`src/rtl/mbe_pkg.sv`:
```
package mbe_pkg;
  typedef enum logic [2:0] {
    OP_CONF  = 3'd0,
    OP_CHIP  = 3'd1,
    OP_SUSP  = 3'd2,
    OP_RST   = 3'd3,
    OP_OTHER = 3'd4
  } op_e;

  typedef enum logic [2:0] {
    ST_IDLE  = 3'd0,
    ST_WIN   = 3'd1,
    ST_FILL  = 3'd2,
    ST_ERASE = 3'd3,
    ST_SUSP  = 3'd4
  } st_e;
endpackage

```
`src/rtl/mbe_cmd_dec.sv`:
```
module mbe_cmd_dec (
  input  logic       cmd_vld,
  input  logic [2:0] cmd_op,
  output logic       evt_conf,
  output logic       evt_chip,
  output logic       evt_susp,
  output logic       evt_rst,
  output logic       evt_other
);
  import mbe_pkg::*;

  always_comb begin
    evt_conf  = 1'b0;
    evt_chip  = 1'b0;
    evt_susp  = 1'b0;
    evt_rst   = 1'b0;
    evt_other = 1'b0;
    if (cmd_vld) begin
      case (cmd_op)
        OP_CONF: evt_conf  = 1'b1;
        OP_CHIP: evt_chip  = 1'b1;
        OP_SUSP: evt_susp  = 1'b1;
        OP_RST:  evt_rst   = 1'b1;
        default: evt_other = 1'b1;
      endcase
    end
  end
endmodule

```
`src/rtl/mbe_tmr.sv`:
```
module mbe_tmr #(
  parameter int CNT_W = 8
) (
  input  logic             clk,
  input  logic             rst_n,
  input  logic             load,
  input  logic [CNT_W-1:0] load_val,
  input  logic             dec,
  output logic             zero
);
  logic [CNT_W-1:0] cnt_q;

  always_ff @(posedge clk or negedge rst_n) begin
    if (!rst_n)                   cnt_q <= '0;
    else if (load)                cnt_q <= load_val;
    else if (dec && cnt_q != '0)  cnt_q <= cnt_q - 1'b1;
  end

  assign zero = (cnt_q == '0);
endmodule

```
`src/rtl/mbe_pick.sv`:
```
module mbe_pick #(
  parameter int N_BLK = 8,
  localparam int BLK_W = $clog2(N_BLK)
) (
  input  logic [N_BLK-1:0] mask,
  output logic [BLK_W-1:0] idx
);
  always_comb begin
    idx = '0;
    for (int i = N_BLK - 1; i >= 0; i--) begin
      if (mask[i]) idx = BLK_W'(i);
    end
  end
endmodule

```
`src/rtl/mbe_sched.sv`:
```
module mbe_sched #(
  parameter int N_BLK      = 8,
  parameter int WIN_CYC    = 16,
  parameter int FILL_CYC   = 3,
  parameter int ERASE_CYC  = 5,
  parameter int VERIFY_MAX = 3,
  localparam int BLK_W = $clog2(N_BLK)
) (
  input  logic             clk,
  input  logic             rst_n,
  input  logic             cmd_vld,
  input  logic [2:0]       cmd_op,
  input  logic [BLK_W-1:0] cmd_blk,
  input  logic [N_BLK-1:0] prot_mask,
  input  logic             force_fail,
  output logic             busy,
  output logic             win_open,
  output logic             suspended,
  output logic             zero_fill,
  output logic             done,
  output logic             error,
  output logic [N_BLK-1:0] blk_mask,
  output logic [BLK_W-1:0] cur_blk
);
  import mbe_pkg::*;

  localparam int MAX_A  = (WIN_CYC > FILL_CYC) ? WIN_CYC : FILL_CYC;
  localparam int MAX_C  = (MAX_A > ERASE_CYC) ? MAX_A : ERASE_CYC;
  localparam int CNT_W  = $clog2(MAX_C + 1);
  localparam int PASS_W = $clog2(VERIFY_MAX + 1);
  localparam logic [CNT_W-1:0]  WIN_LD   = CNT_W'(WIN_CYC - 1);
  localparam logic [CNT_W-1:0]  FILL_LD  = CNT_W'(FILL_CYC - 1);
  localparam logic [CNT_W-1:0]  ERASE_LD = CNT_W'(ERASE_CYC - 1);
  localparam logic [PASS_W-1:0] PASS_LAST = PASS_W'(VERIFY_MAX - 1);

  function automatic logic [N_BLK-1:0] blk_bit(input logic [BLK_W-1:0] i);
    blk_bit = {{(N_BLK-1){1'b0}}, 1'b1} << i;
  endfunction

  function automatic logic [N_BLK-1:0] keep_open(input logic [N_BLK-1:0] m,
                                                 input logic [N_BLK-1:0] p);
    keep_open = m & ~p;
  endfunction

  // decoded command events
  logic evt_conf, evt_chip, evt_susp, evt_rst, evt_other;

  mbe_cmd_dec dec_i (
    .cmd_vld  (cmd_vld),
    .cmd_op   (cmd_op),
    .evt_conf (evt_conf),
    .evt_chip (evt_chip),
    .evt_susp (evt_susp),
    .evt_rst  (evt_rst),
    .evt_other(evt_other)
  );

  // state
  st_e               st_q, st_d, res_q, res_d;
  logic [N_BLK-1:0]  mask_q, mask_d;
  logic [PASS_W-1:0] pass_q, pass_d;
  logic              chip_q, chip_d;
  logic              done_q, done_d;
  logic              err_q, err_d;

  // timer control and named internal events
  logic             tmr_load, tmr_dec, tmr_zero;
  logic [CNT_W-1:0] tmr_val;
  logic             evt_start;
  logic             evt_blk_done;
  logic [N_BLK-1:0] start_src;
  logic [N_BLK-1:0] start_eff;
  logic [N_BLK-1:0] rem_mask;
  logic [BLK_W-1:0] pick_idx;

  mbe_tmr #(.CNT_W(CNT_W)) tmr_i (
    .clk     (clk),
    .rst_n   (rst_n),
    .load    (tmr_load),
    .load_val(tmr_val),
    .dec     (tmr_dec),
    .zero    (tmr_zero)
  );

  mbe_pick #(.N_BLK(N_BLK)) pick_i (
    .mask(mask_q),
    .idx (pick_idx)
  );

  always_comb begin
    st_d         = st_q;
    res_d        = res_q;
    mask_d       = mask_q;
    pass_d       = pass_q;
    chip_d       = chip_q;
    done_d       = done_q;
    err_d        = err_q;
    tmr_load     = 1'b0;
    tmr_val      = WIN_LD;
    tmr_dec      = 1'b0;
    evt_start    = 1'b0;
    evt_blk_done = 1'b0;
    start_src    = mask_q;
    rem_mask     = mask_q & ~blk_bit(pick_idx);

    unique case (st_q)
      ST_IDLE: begin
        if (evt_conf) begin
          st_d     = ST_WIN;
          mask_d   = blk_bit(cmd_blk);
          chip_d   = 1'b0;
          done_d   = 1'b0;
          err_d    = 1'b0;
          tmr_load = 1'b1;
          tmr_val  = WIN_LD;
        end else if (evt_chip) begin
          chip_d    = 1'b1;
          done_d    = 1'b0;
          err_d     = 1'b0;
          evt_start = 1'b1;
          start_src = '1;
        end else if (evt_rst) begin
          done_d = 1'b0;
          err_d  = 1'b0;
        end
      end
      ST_WIN: begin
        if (evt_conf) begin
          mask_d   = mask_q | blk_bit(cmd_blk);
          tmr_load = 1'b1;
          tmr_val  = WIN_LD;
        end else if (evt_susp) begin
          st_d  = ST_SUSP;
          res_d = ST_WIN;
        end else if (evt_rst || evt_other || evt_chip) begin
          st_d   = ST_IDLE;
          mask_d = '0;
        end else if (tmr_zero) begin
          evt_start = 1'b1;
        end else begin
          tmr_dec = 1'b1;
        end
      end
      ST_FILL: begin
        if (evt_rst) begin
          st_d   = ST_IDLE;
          mask_d = '0;
        end else if (evt_susp && !chip_q) begin
          st_d  = ST_SUSP;
          res_d = ST_FILL;
        end else if (tmr_zero) begin
          st_d     = ST_ERASE;
          tmr_load = 1'b1;
          tmr_val  = ERASE_LD;
        end else begin
          tmr_dec = 1'b1;
        end
      end
      ST_ERASE: begin
        if (evt_rst) begin
          st_d   = ST_IDLE;
          mask_d = '0;
        end else if (evt_susp && !chip_q) begin
          st_d  = ST_SUSP;
          res_d = ST_ERASE;
        end else if (tmr_zero) begin
          if (force_fail) begin
            if (pass_q == PASS_LAST) begin
              st_d   = ST_IDLE;
              mask_d = '0;
              err_d  = 1'b1;
            end else begin
              pass_d   = pass_q + 1'b1;
              tmr_load = 1'b1;
              tmr_val  = ERASE_LD;
            end
          end else begin
            evt_blk_done = 1'b1;
            mask_d       = rem_mask;
            pass_d       = '0;
            if (rem_mask == '0) begin
              st_d   = ST_IDLE;
              done_d = 1'b1;
            end else begin
              st_d     = ST_FILL;
              tmr_load = 1'b1;
              tmr_val  = FILL_LD;
            end
          end
        end else begin
          tmr_dec = 1'b1;
        end
      end
      ST_SUSP: begin
        if (evt_rst) begin
          st_d   = ST_IDLE;
          mask_d = '0;
        end else if (evt_conf) begin
          if (res_q == ST_WIN) evt_start = 1'b1;
          else                 st_d = res_q;
        end
      end
      default: st_d = ST_IDLE;
    endcase

    start_eff = keep_open(start_src, prot_mask);
    if (evt_start) begin
      if (start_eff == '0) begin
        st_d   = ST_IDLE;
        mask_d = '0;
        done_d = 1'b1;
      end else begin
        st_d     = ST_FILL;
        mask_d   = start_eff;
        pass_d   = '0;
        tmr_load = 1'b1;
        tmr_val  = FILL_LD;
      end
    end
  end

  always_ff @(posedge clk or negedge rst_n) begin
    if (!rst_n) begin
      st_q   <= ST_IDLE;
      res_q  <= ST_IDLE;
      mask_q <= '0;
      pass_q <= '0;
      chip_q <= 1'b0;
      done_q <= 1'b0;
      err_q  <= 1'b0;
    end else begin
      st_q   <= st_d;
      res_q  <= res_d;
      mask_q <= mask_d;
      pass_q <= pass_d;
      chip_q <= chip_d;
      done_q <= done_d;
      err_q  <= err_d;
    end
  end

  assign busy      = (st_q == ST_WIN) || (st_q == ST_FILL) || (st_q == ST_ERASE);
  assign win_open  = (st_q == ST_WIN);
  assign suspended = (st_q == ST_SUSP);
  assign zero_fill = (st_q == ST_FILL);
  assign done      = done_q;
  assign error     = err_q;
  assign blk_mask  = mask_q;
  assign cur_blk   = pick_idx;
endmodule

```
`config.mk`:
```
export PLATFORM = sky130hd
export DESIGN_NAME = mbe_sched
export DESIGN_NICKNAME = d
export VERILOG_FILES = /design/src/rtl/mbe_pkg.sv /design/src/rtl/mbe_cmd_dec.sv /design/src/rtl/mbe_tmr.sv /design/src/rtl/mbe_pick.sv /design/src/rtl/mbe_sched.sv
export SDC_FILE = /design/constraint.sdc
export NUM_CORES = 1
export LEC_CHECK = 0
export ABC_AREA = 1
export ABC_CLOCK_PERIOD_IN_PS = 2000
export BUFFER_PORTS_ARGS = -buffer_cell sky130_fd_sc_hd__buf_2
export CORE_MARGIN = 4
export CORE_UTILIZATION = 50
export CTS_CLUSTER_DIAMETER = 150
export CTS_CLUSTER_SIZE = 16
export DETAILED_ROUTE_END_ITERATION = 6
export GPL_ROUTABILITY_DRIVEN = 1
export PLACE_DENSITY = 0.78
export SLEW_MARGIN = 10
export SYNTH_ARGS = -nofsm -noshare
export SYNTH_HDL_FRONTEND = slang
export SYNTH_SLANG_ARGS = --single-unit
export TNS_END_PERCENT = 10
```
`constraint.sdc`:
```
create_clock -name clk -period 2 [get_ports clk]
set_input_delay 0.1 -clock clk [delete_from_list [all_inputs] [get_ports clk]]
set_output_delay 0.1 -clock clk [all_outputs]
set_load 0.01 [all_outputs]
```
Word level (Yosys, flattened, before mapping)
Index checks and enable logic that the tools add are counted.
Widths: inputs -> output; s select.
{ "word_totals": {"register_bits": 24, "wordCells": 211, "out_inout_bits": 17} }
{ "classes": {"muxes": 133, "eq_ne": 34, "n_reduce_logical": 27, "n_addsub": 2, "shift": 2, "n_bitwise": 5} }
{ "ops": {"columns": ["op", "count"], "rows": [
  ["$mux 8", 15],
  ["$mux 3", 30],
  ["$mux 1", 56],
  ["$mux 5", 8],
  ["$pmux 8 s4", 1],
  ["$mux 2", 10],
  ["$mux 4", 5],
  ["$and 8x8->8", 2],
  ["$logic_not 8->1", 2],
  ["$not 8->8", 2],
  ["$reduce_and 8->1", 2],
  ["$shl 1x3->8 const A", 2],
  ["$pmux 3 s5", 1],
  ["$ne 2x2->1 const B", 7],
  ["$reduce_and 7->1", 2],
  ["$eq 3x2->1 const B", 4],
  ["$ne 4x1->1 const B", 3],
  ["$pmux 5 s2", 1],
  ["$reduce_bool 5->1", 2],
  ["$eq 3x1->1 const B", 3],
  ["$pmux 3 s3", 1],
  ["$ne 4x3->1 const B", 2],
  ["$ne 4x4->1 const B", 2],
  ["$or 8x8->8", 1],
  ["other kinds (25)", 39]
]} }

Logic depth before layout (Yosys ltp)
Gate-level depths: netlist of run 1.
{ "logic_depth": {"depth_word": 21, "depth_mapped": 17, "mapped_depth_nobuf": 17} }

Modules after synthesis
From an unflattened synthesis of run 1, not the netlist that was laid out.
{ "hier_totals": {"cells_unflattened": 412, "hier_area_um2": 2369.8} }
{ "modules_own_cells": {"columns": ["mod", "instances", "seq_area_each_um2", "area_each_um2", "cells_per_inst"], "rows": [
  ["mbe_sched", 1, 450.4, 1884.3, 333],
  ["mbe_tmr", 1, 125.1, 335.3, 46],
  ["mbe_pick", 1, 0.0, 95.1, 19],
  ["mbe_cmd_dec", 1, 0.0, 55.1, 14]
]} }

Least setup slack after synthesis of run 1
OpenSTA, ideal clock, no wires.
{ "synth_timing": {"path_kind": "register to register", "start": "register st_q[1]", "end": "register mask_q[6] (netlist: blk_mask[6])", "stages_incl_launch_ff": 12, "path_buffers": 1, "t_arrival_ns": 1.633, "required_time_ns": 1.870, "setup_time_ns": 0.130, "setup_slack_ns": 0.237, "path_cell_list": "dfrtp_1 nor2_4 nand2_2 nor2_4 nand2_1 nor2_1 nand2_1 nand3_2 buf_8 o21ai_4 a211oi_1 o22ai_1"} }
{ "synth_between": {"elab_chain_len": 6} }
{ "synth_lines": {"columns": ["item", "line", "rtl"], "rows": [
  ["from (decl)", "mbe_sched.sv:59", "st_e st_q, st_d, res_q, res_d;"],
  ["from (signal assigned)", "mbe_sched.sv:232", "st_q <= st_d;"],
  ["branches (longest 6 deep; another with $reduce_and 8->1)", null, null],
  ["to (signal assigned)", "mbe_sched.sv:234", "mask_q <= mask_d;"],
  ["to (decl)", "mbe_sched.sv:60", "logic [N_BLK-1:0] mask_q, mask_d;"]
]} }
Several ways; the timed one is not identified.
A chain may end at the register's enable or synchronous reset.

Worst setup path in the final report of run 1
{ "layout_timing": {"start": "register pass_q[0]", "end": "register mask_q[4] (netlist: blk_mask[4])"} }
{ "layout_between": {"elab_chain_len": 3} }
{ "layout_lines": {"columns": ["item", "line", "rtl"], "rows": [
  ["from (decl)", "mbe_sched.sv:61", "logic [PASS_W-1:0] pass_q, pass_d;"],
  ["from (signal assigned)", "mbe_sched.sv:235", "pass_q <= pass_d;"],
  ["$eq 2x2->1", "mbe_sched.sv:168", "if (pass_q == PASS_LAST) begin"],
  ["$ne 5x5->1 (no line)", null, null],
  ["$reduce_and 8->1 (no line)", null, null]
]} }
No other way between the ends.

==> run summary, run 1 <==
Outcome: finished clean
CTS tree: yes
Final WL: 5910 um
Crit path DAT: 2.14 ns
Global placement routability congestion: 0.954
Post-route insts no fill: 417
H-tree levels: 1
IO Count: 35
Actual slew at the worst max-slew pin: 0.523 ns
Crit start category: flip-flop
Yosys cell types: 44
Placed cell count: 409
Worst reg2reg path depth: 12
Headroom to the max-slew limit: 0.651
Total of max-cap violations: 0
Port bufs: 34
Hpwl dp: 4700 um
Clock-pin slew on the worst setup and hold paths: 0.08 ns
Synth Register Bits: 23
Crit-path most repeated cell: nor2_1
Fillers: 366
PD cells: 1560 mW/mm2
EDFF count, synth: 0
Worst min path class: in2reg
Layout cell share with drive strength beyond 1: 0.330
Leak Pwr: 1.35 nW
Drt wl/cell: 14.2 um
Vias per cell: 5.47
CP Max Fanout: 11
Antenna diodes: 0
Post-layout min period: 1.93 ns
Die area: 0.00520 mm2
Initial antenna violation count: 0
Largest net degree at the start of global routing: 24
WS Path Type: reg2reg
Total clock sinks: 23
Fmax: 517 MHz
Register area: 581 um2
Syn_area_per_cell: 6.74 um2
DR vias: 2281
First-pass GRT wire length: 10200 um
CP required: 2.21 ns
RSZ-0062 raised after global routing: yes
Crit Reg-Reg Endpoint: blk_mask[4]$_DFFE_PN0P_
Netlist Area Pre-Place: 0.00206 mm2
1st-iter DRT viols: 279
# DRC: 0
Final cycle utilization of the critical path: 0.967
Post-Syn Instances: 305
Yosys Warn Count: 0
CTS Buf Count: 3
Endpoints failing hold: 0
Slew Viols, Final: 0
Syn Nets: 326
Detailed Routing Iterations Pass 1: 4
Hold-critical path depth: 3
PnR worst setup slack: 0.0659 ns
Worst IR Drop VDD: 0.000949 V
Post-DRT Antenna Nets: 0
Post-place setup slack: -0.0412 ns
Ys flop type: dfrtp_1
Crit-path cells: inv_1 > ha_1 > nor2_1 > nor2_1 > nor2_1 > nand2_1 > o2111ai_1 > nand2_1 > o21ai_4 > clkinv_4 > buf_4 > o21ai_2
Die Wd: 72.1 um
Crit path max-delay cell type: dfrtp_1
Synth-to-Final Area Change: 26.0%
Worst path max stage delay: 0.36 ns
Nets: 389
Worst-Skew Late Latency: 0.27 ns
Vias in the first global route: 2273
Crit. End Element: flip-flop
Fraction of registers with async set/reset: 1.00
Seq/Total Area, Yosys: 0.280
Reg2Reg Setup Slack: 0.07 ns
Hold path start: force_fail
# setup viols final: 0
CTS root buf: clkbuf_8
CTS max path bufs: 2
Worst Hold End: pass_q[1]$_DFF_PN0_
RR Startpoint: pass_q[0]$_DFF_PN0_
Std-Cell Rows: 23
Post-route clock skew: 0.00893 ns
GRT Total Usage: 0.246
Starting density of the core: 0.514
GRT overflow: 0
Die Ht: 72.1 um
Core area: 0.00400 mm2
Multi-input logic area: 0.00132 mm2
## routing by layer
layer	global-route usage	routed length, um
met2	0.440	3030
met1	0.304	2440
met5	0	0
met4	0.0856	97
met3	0.0263	351
## worst max path at each step
stage / startpoint / endpoint / slack, ns / cells after the start
2_1_floorplan: st_q[1]$_DFFE_PN0P_ / blk_mask[6]$_DFFE_PN0P_ / 0.24 / 11
3_3_place_gp: tmr_i.cnt_q[0]$_DFFE_PN0P_ / blk_mask[7]$_DFFE_PN0P_ / -0.02 / 12
3_5_place_dp: tmr_i.cnt_q[0]$_DFFE_PN0P_ / tmr_i.cnt_q[0]$_DFFE_PN0P_ / -0.04 / 11
4_1_cts: st_q[0]$_DFFE_PN0P_ / blk_mask[4]$_DFFE_PN0P_ / 0.009 / 12
5_1_grt: blk_mask[5]$_DFFE_PN0P_ / tmr_i.cnt_q[2]$_DFFE_PN0P_ / -0.11 / 16
6_report: pass_q[0]$_DFF_PN0_ / blk_mask[4]$_DFFE_PN0P_ / 0.07 / 12
## logic make-up (layout without fill, tap and decap cells)
kind of cell | Yosys count | in the layout | synth area share
flip-flops | 23 | 23 | 0.280
AO/OA/AOI/OAI | 60 | 60 | 0.187
adder cells (fa/ha/maj) | 4 | 4 | 0.0231
buffers and inverters | 56 | 118 | 0.118
XOR/XNOR | 2 | 2 | 0.00852
AND/OR/NAND/NOR | 160 | 160 | 0.383
## flip-flops by register name (all words and copies together), names as in the netlist
register and flops:
blk_mask 8, chip_q 1, done 1, error 1
pass_q 2, res_q 2, st_q 3, tmr_i.cnt_q 5
## cells in the final DEF, fill, tap and decap left out, types with 2 or more instances in the layout
cell type	n
nand2_1	64
inv_1	41
buf_2	34
nor2_1	29
buf_4	26
o21ai_0	22
dfrtp_1	19
nand3_1	13
nand4_1	13
inv_2	10
a21oi_1	9
nor2_4	8
nor2_2	8
o21bai_1	8
nand2_2	6
nor3_1	6
o21ai_2	5
dfrtp_2	4
nand3_2	3
o22ai_1	3
nor4_1	3
clkbuf_8	3
a31oi_1	2
o21ai_1	2
clkinv_2	2
ha_1	2
## Yosys cell counts (2+ instances only)
master,number,share of area
nor2_1,38,0.069
nor3_1,6,0.015
nand3_2,2,0.0097
inv_2,8,0.015
a21oi_1,9,0.022
ha_1,3,0.018
nor2_2,3,0.0091
a31oi_1,2,0.0061
nand3_1,15,0.036
nor2_4,4,0.022
o22ai_1,3,0.0091
nor4_1,3,0.0091
dfrtp_1,23,0.28
nand4_1,13,0.040
o21ai_1,2,0.0049
o21ai_0,22,0.054
inv_1,43,0.078
nand2_2,2,0.0061
o21ai_2,5,0.021
o21bai_1,8,0.029
nand2_1,68,0.12
## what timing repair did
action / in CTS / in global routing
setup buffers: 0 / 3
hold buffers: 1 / 0
resized for setup: 1 / 28
endpoints found under the setup margin: 9 / 15
pin swaps: 0 / 9
endpoints found under the hold margin: 23 / 0
gates cloned: 0 / 0
## worst max-delay path: cells and delay by family, from the launching register on
family,cells,cell delay (ns)
AOI/OAI and AO/OA,3,0.31
adders and majority gates,1,0.23
buffers and inverters,3,0.37
DFF,1,0.36
and+or+nand+nor,5,0.61
## power breakdown
part | switching (mW) | leakage [nW] | total [mW] | internal [mW]
combinational | 1.75 | 1.03 | 2.90 | 1.15
clock | 0.168 | 0.0255 | 0.308 | 0.140
sequential | 0.176 | 0.297 | 0.828 | 0.651
total | 2.10 | 1.35 | 4.04 | 1.94
## area by class of cell
class                   count  share of cell area
multi-input cells         226               0.510
flip-flops and latches     23               0.224
repair buffers             61               0.145
inverters                  53              0.0792
well taps                  50              0.0241
clock buffers               3              0.0159
clock inverters             1             0.00193
## through the flow
step | setup TNS (ns) | utilization | hold slack (ns) | instance area [um2] | power (mW)
2_1_floorplan | 0 | - | -0.196 | 2060 | 2.61
3_3_place_gp | -0.0888 | 0.606 | 0.111 | 2420 | 3.43
3_5_place_dp | -0.282 | 0.606 | 0.117 | 2420 | 3.46
4_1_cts | 0 | 0.620 | 0.121 | 2480 | 3.78
5_1_grt | -0.840 | 0.648 | 0.146 | 2590 | 4.42
6_report | 0 | 0.648 | 0.130 | 2590 | 4.04
Power figures use the tool's default switching activity.
==> run 2, diff against run 1 <==
- SETUP_SLACK_MARGIN: not set -> 0.4
==> run 2 against run 1 <==
  * Via count up 1.4%
  * Utilization up 3.3 points
  * Sequential share of layout area down 0.86 points
  * Combinational power up 9.0%
  * Flip-flop and latch count unchanged
  * Maximum frequency down 1.6%
  * Critical path depth down 1
==> run summary, run 2 (synthesized netlist as in run 1, its figures left out) <==
Total clock sinks: 23 (unchanged)
PD cells: 1590 mW/mm2 (+2.0%)
Vias per cell: 5.47 (about the same)
CP Max Fanout: 10 (-1)
Die Ht: 72.1 um (unchanged)
GRT overflow: 0 (unchanged)
RSZ-0062 raised after global routing: yes
Fmax: 509 MHz (-1.6%)
Worst path max stage delay: 0.46 ns (+0.10 ns)
CTS max path bufs: 2 (unchanged)
Post-DRT Antenna Nets: 0 (unchanged)
Crit path DAT: 2.13 ns (about the same)
Drt wl/cell: 14.4 um (+1.8%)
Final WL: 6110 um (+3.3%)
CTS tree: yes
Clock-pin slew on the worst setup and hold paths: 0.09 ns (about the same)
CTS Buf Count: 3 (unchanged)
Max reg flops: 8 (unchanged)
1st-iter DRT viols: 246 (-12%)
Std-Cell Rows: 23 (unchanged)
Endpoints failing hold: 0 (unchanged)
Slew Viols, Final: 0 (unchanged)
Detailed Routing Iterations Pass 1: 5 (+1)
Commonest non-fill, non-tap cell in the layout: nand2_1
# setup viols final: 0 (unchanged)
Final hold slack: 0.127 ns (-0.00321 ns)
Crit-path cells: nor2_4 > nand2_4 > nor2_4 > o21bai_1 > nand4_1 > or2_4 > nand2_8 > nand4_4 > clkinv_2 > nand2_1 > nand2_1
Layout cell share with drive strength beyond 1: 0.408 (+0.0778)
Global placement routability congestion: 0.975 (+2.2%)
Worst IR Drop VDD: 0.000963 V (+1.5%)
Port bufs: 34 (unchanged)
Worst min path class: in2reg
Initial antenna violation count: 0 (unchanged)
First-pass GRT wire length: 9960 um (-2.1%)
Leak Pwr: 1.38 nW (+2.6%)
GRT Total Usage: 0.235 (-0.0105)
IO Count: 35 (unchanged)
Actual slew at the worst max-slew pin: 0.545 ns (+0.0223 ns)
Post-layout min period: 1.97 ns (+0.0317 ns)
Starting density of the core: 0.514 (unchanged)
Cell Area, Placed: 0.00236 mm2 (-2.5%)
Largest net degree at the start of global routing: 24 (unchanged)
Antenna diodes: 0 (unchanged)
Crit start category: flip-flop
Headroom to the max-slew limit: 0.636 (-0.0149)
H-tree levels: 1 (unchanged)
Die area: 0.00520 mm2 (unchanged)
Commonest non-fill, non-tap cells in the layout: nand2_1, inv_1, buf_2, buf_4, nor2_1
CP required: 2.16 ns (-0.05 ns)
DR vias: 2312 (+1.4%)
# DRC: 0 (unchanged)
Crit path max-delay cell type: dfrtp_2
Die Wd: 72.1 um (unchanged)
Final cycle utilization of the critical path: 0.983 (+0.0159)
Finished Cell Area: 0.00272 mm2 (+5.1%)
CTS root buf: clkbuf_8
Vias in the first global route: 2196 (-3.4%)
WP buf/inv: 1 (-2)
Synth-to-Final Area Change: 32.4%
Core area: 0.00400 mm2 (unchanged)
WS Path Type: reg2reg
Worst path top cell family by delay: simple AND/OR/NAND/NOR gates
Worst-Skew Late Latency: 0.27 ns (about the same)
Post-route clock skew: 0.00716 ns (-0.00177 ns)
Crit. End Element: flip-flop
Hpwl dp: 4340 um (-7.8%)
Total of max-cap violations: 0 (unchanged)
Nets: 395 (+1.5%)
Outcome: finished clean
[run 2: cell count changes in the layout (fill, tap and decap cells not counted), moves of 3 or more]
cell,before,now
o21ai_1,2,5
nand2_2,6,15
dfrtp_1,19,14
dfrtp_2,4,9
o21ai_0,22,18
nor2_1,29,25
nor2_4,8,11
nand2_1,64,55
[run 2: final timing paths]
path | slack, ns | cells after the start | startpoint | endpoint
max | 0.03 | 11 | st_q[0]$_DFFE_PN0P_ | tmr_i.cnt_q[0]$_DFFE_PN0P_
max reg2reg | 0.03 | 11 | st_q[0]$_DFFE_PN0P_ | tmr_i.cnt_q[0]$_DFFE_PN0P_
min in group asynchronous | 0.34 | 2 | rst_n | blk_mask[2]$_DFFE_PN0P_
max in group asynchronous | 1.26 | 2 | rst_n | st_q[1]$_DFFE_PN0P_
min | 0.13 | 3 | force_fail | pass_q[1]$_DFF_PN0_
min reg2reg | 0.49 | 2 | tmr_i.cnt_q[0]$_DFFE_PN0P_ | tmr_i.cnt_q[0]$_DFFE_PN0P_
[run 2: per-layer routing]
metal / wire length [um] / GRT usage
met4: 48 / 0.0334
met5: 0 / 0
met1: 2720 / 0.344
met2: 2870 / 0.379
met3: 479 / 0.0305
[run 2: cell type report]
| class | instances | area (um2) |
|---|---|---|
| Timing Repair inverter | 1 | 7.51 |
| Multi-Input combinational cell | 226 | 1390 |
| Timing Repair Buffer | 66 | 433 |
| Clock inverter | 1 | 5.00 |
| Tap cell | 50 | 62.6 |
| Inverter | 53 | 203 |
| Clock buffer | 3 | 41.3 |
| Fill cell | 327 | 1280 |
| Sequential cell | 23 | 587 |
[run 2: worst reg2reg max path, cell delays in order, from the launching register on]
cell	delay, ns
dfrtp_2	0.46
nor2_4	0.18
nand2_4	0.07
nor2_4	0.29
o21bai_1	0.14
nand4_1	0.16
or2_4	0.17
nand2_8	0.07
nand4_4	0.13
clkinv_2	0.08
nand2_1	0.06
nand2_1	0.05
[run 2: metrics by stage]
| step | TNS [ns] | utilization | worst slack [ns] | total power, mW | cells |
|---|---|---|---|---|---|
| after floorplan | 0 | - | 0.261 | 2.64 | 305 |
| after global placement | 0 | 0.590 | 0.0387 | 3.24 | 399 |
| after detailed placement | 0 | 0.590 | 0.0254 | 3.28 | 399 |
| after CTS | 0 | 0.647 | 0.119 | 3.88 | 418 |
| after global routing | -0.469 | 0.681 | -0.0803 | 4.68 | 423 |
| final | 0 | 0.681 | 0.0342 | 4.33 | 423 |
[run 2: report_power, final]
group / switching, mW / leakage, nW / total (mW) / internal (mW)
Combinational: 1.88 / 1.07 / 3.16 / 1.29
Sequential: 0.199 / 0.289 / 0.859 / 0.660
Clock: 0.167 / 0.0255 / 0.306 / 0.139
[run 2: timing repair]
item,CTS,global route
pin swaps,13,23
gates resized for setup,21,34
hold endpoints to repair,23,0
endpoints found under the setup margin,18,20
cloned,1,0
buffers inserted,13,5
hold buffers,1,0
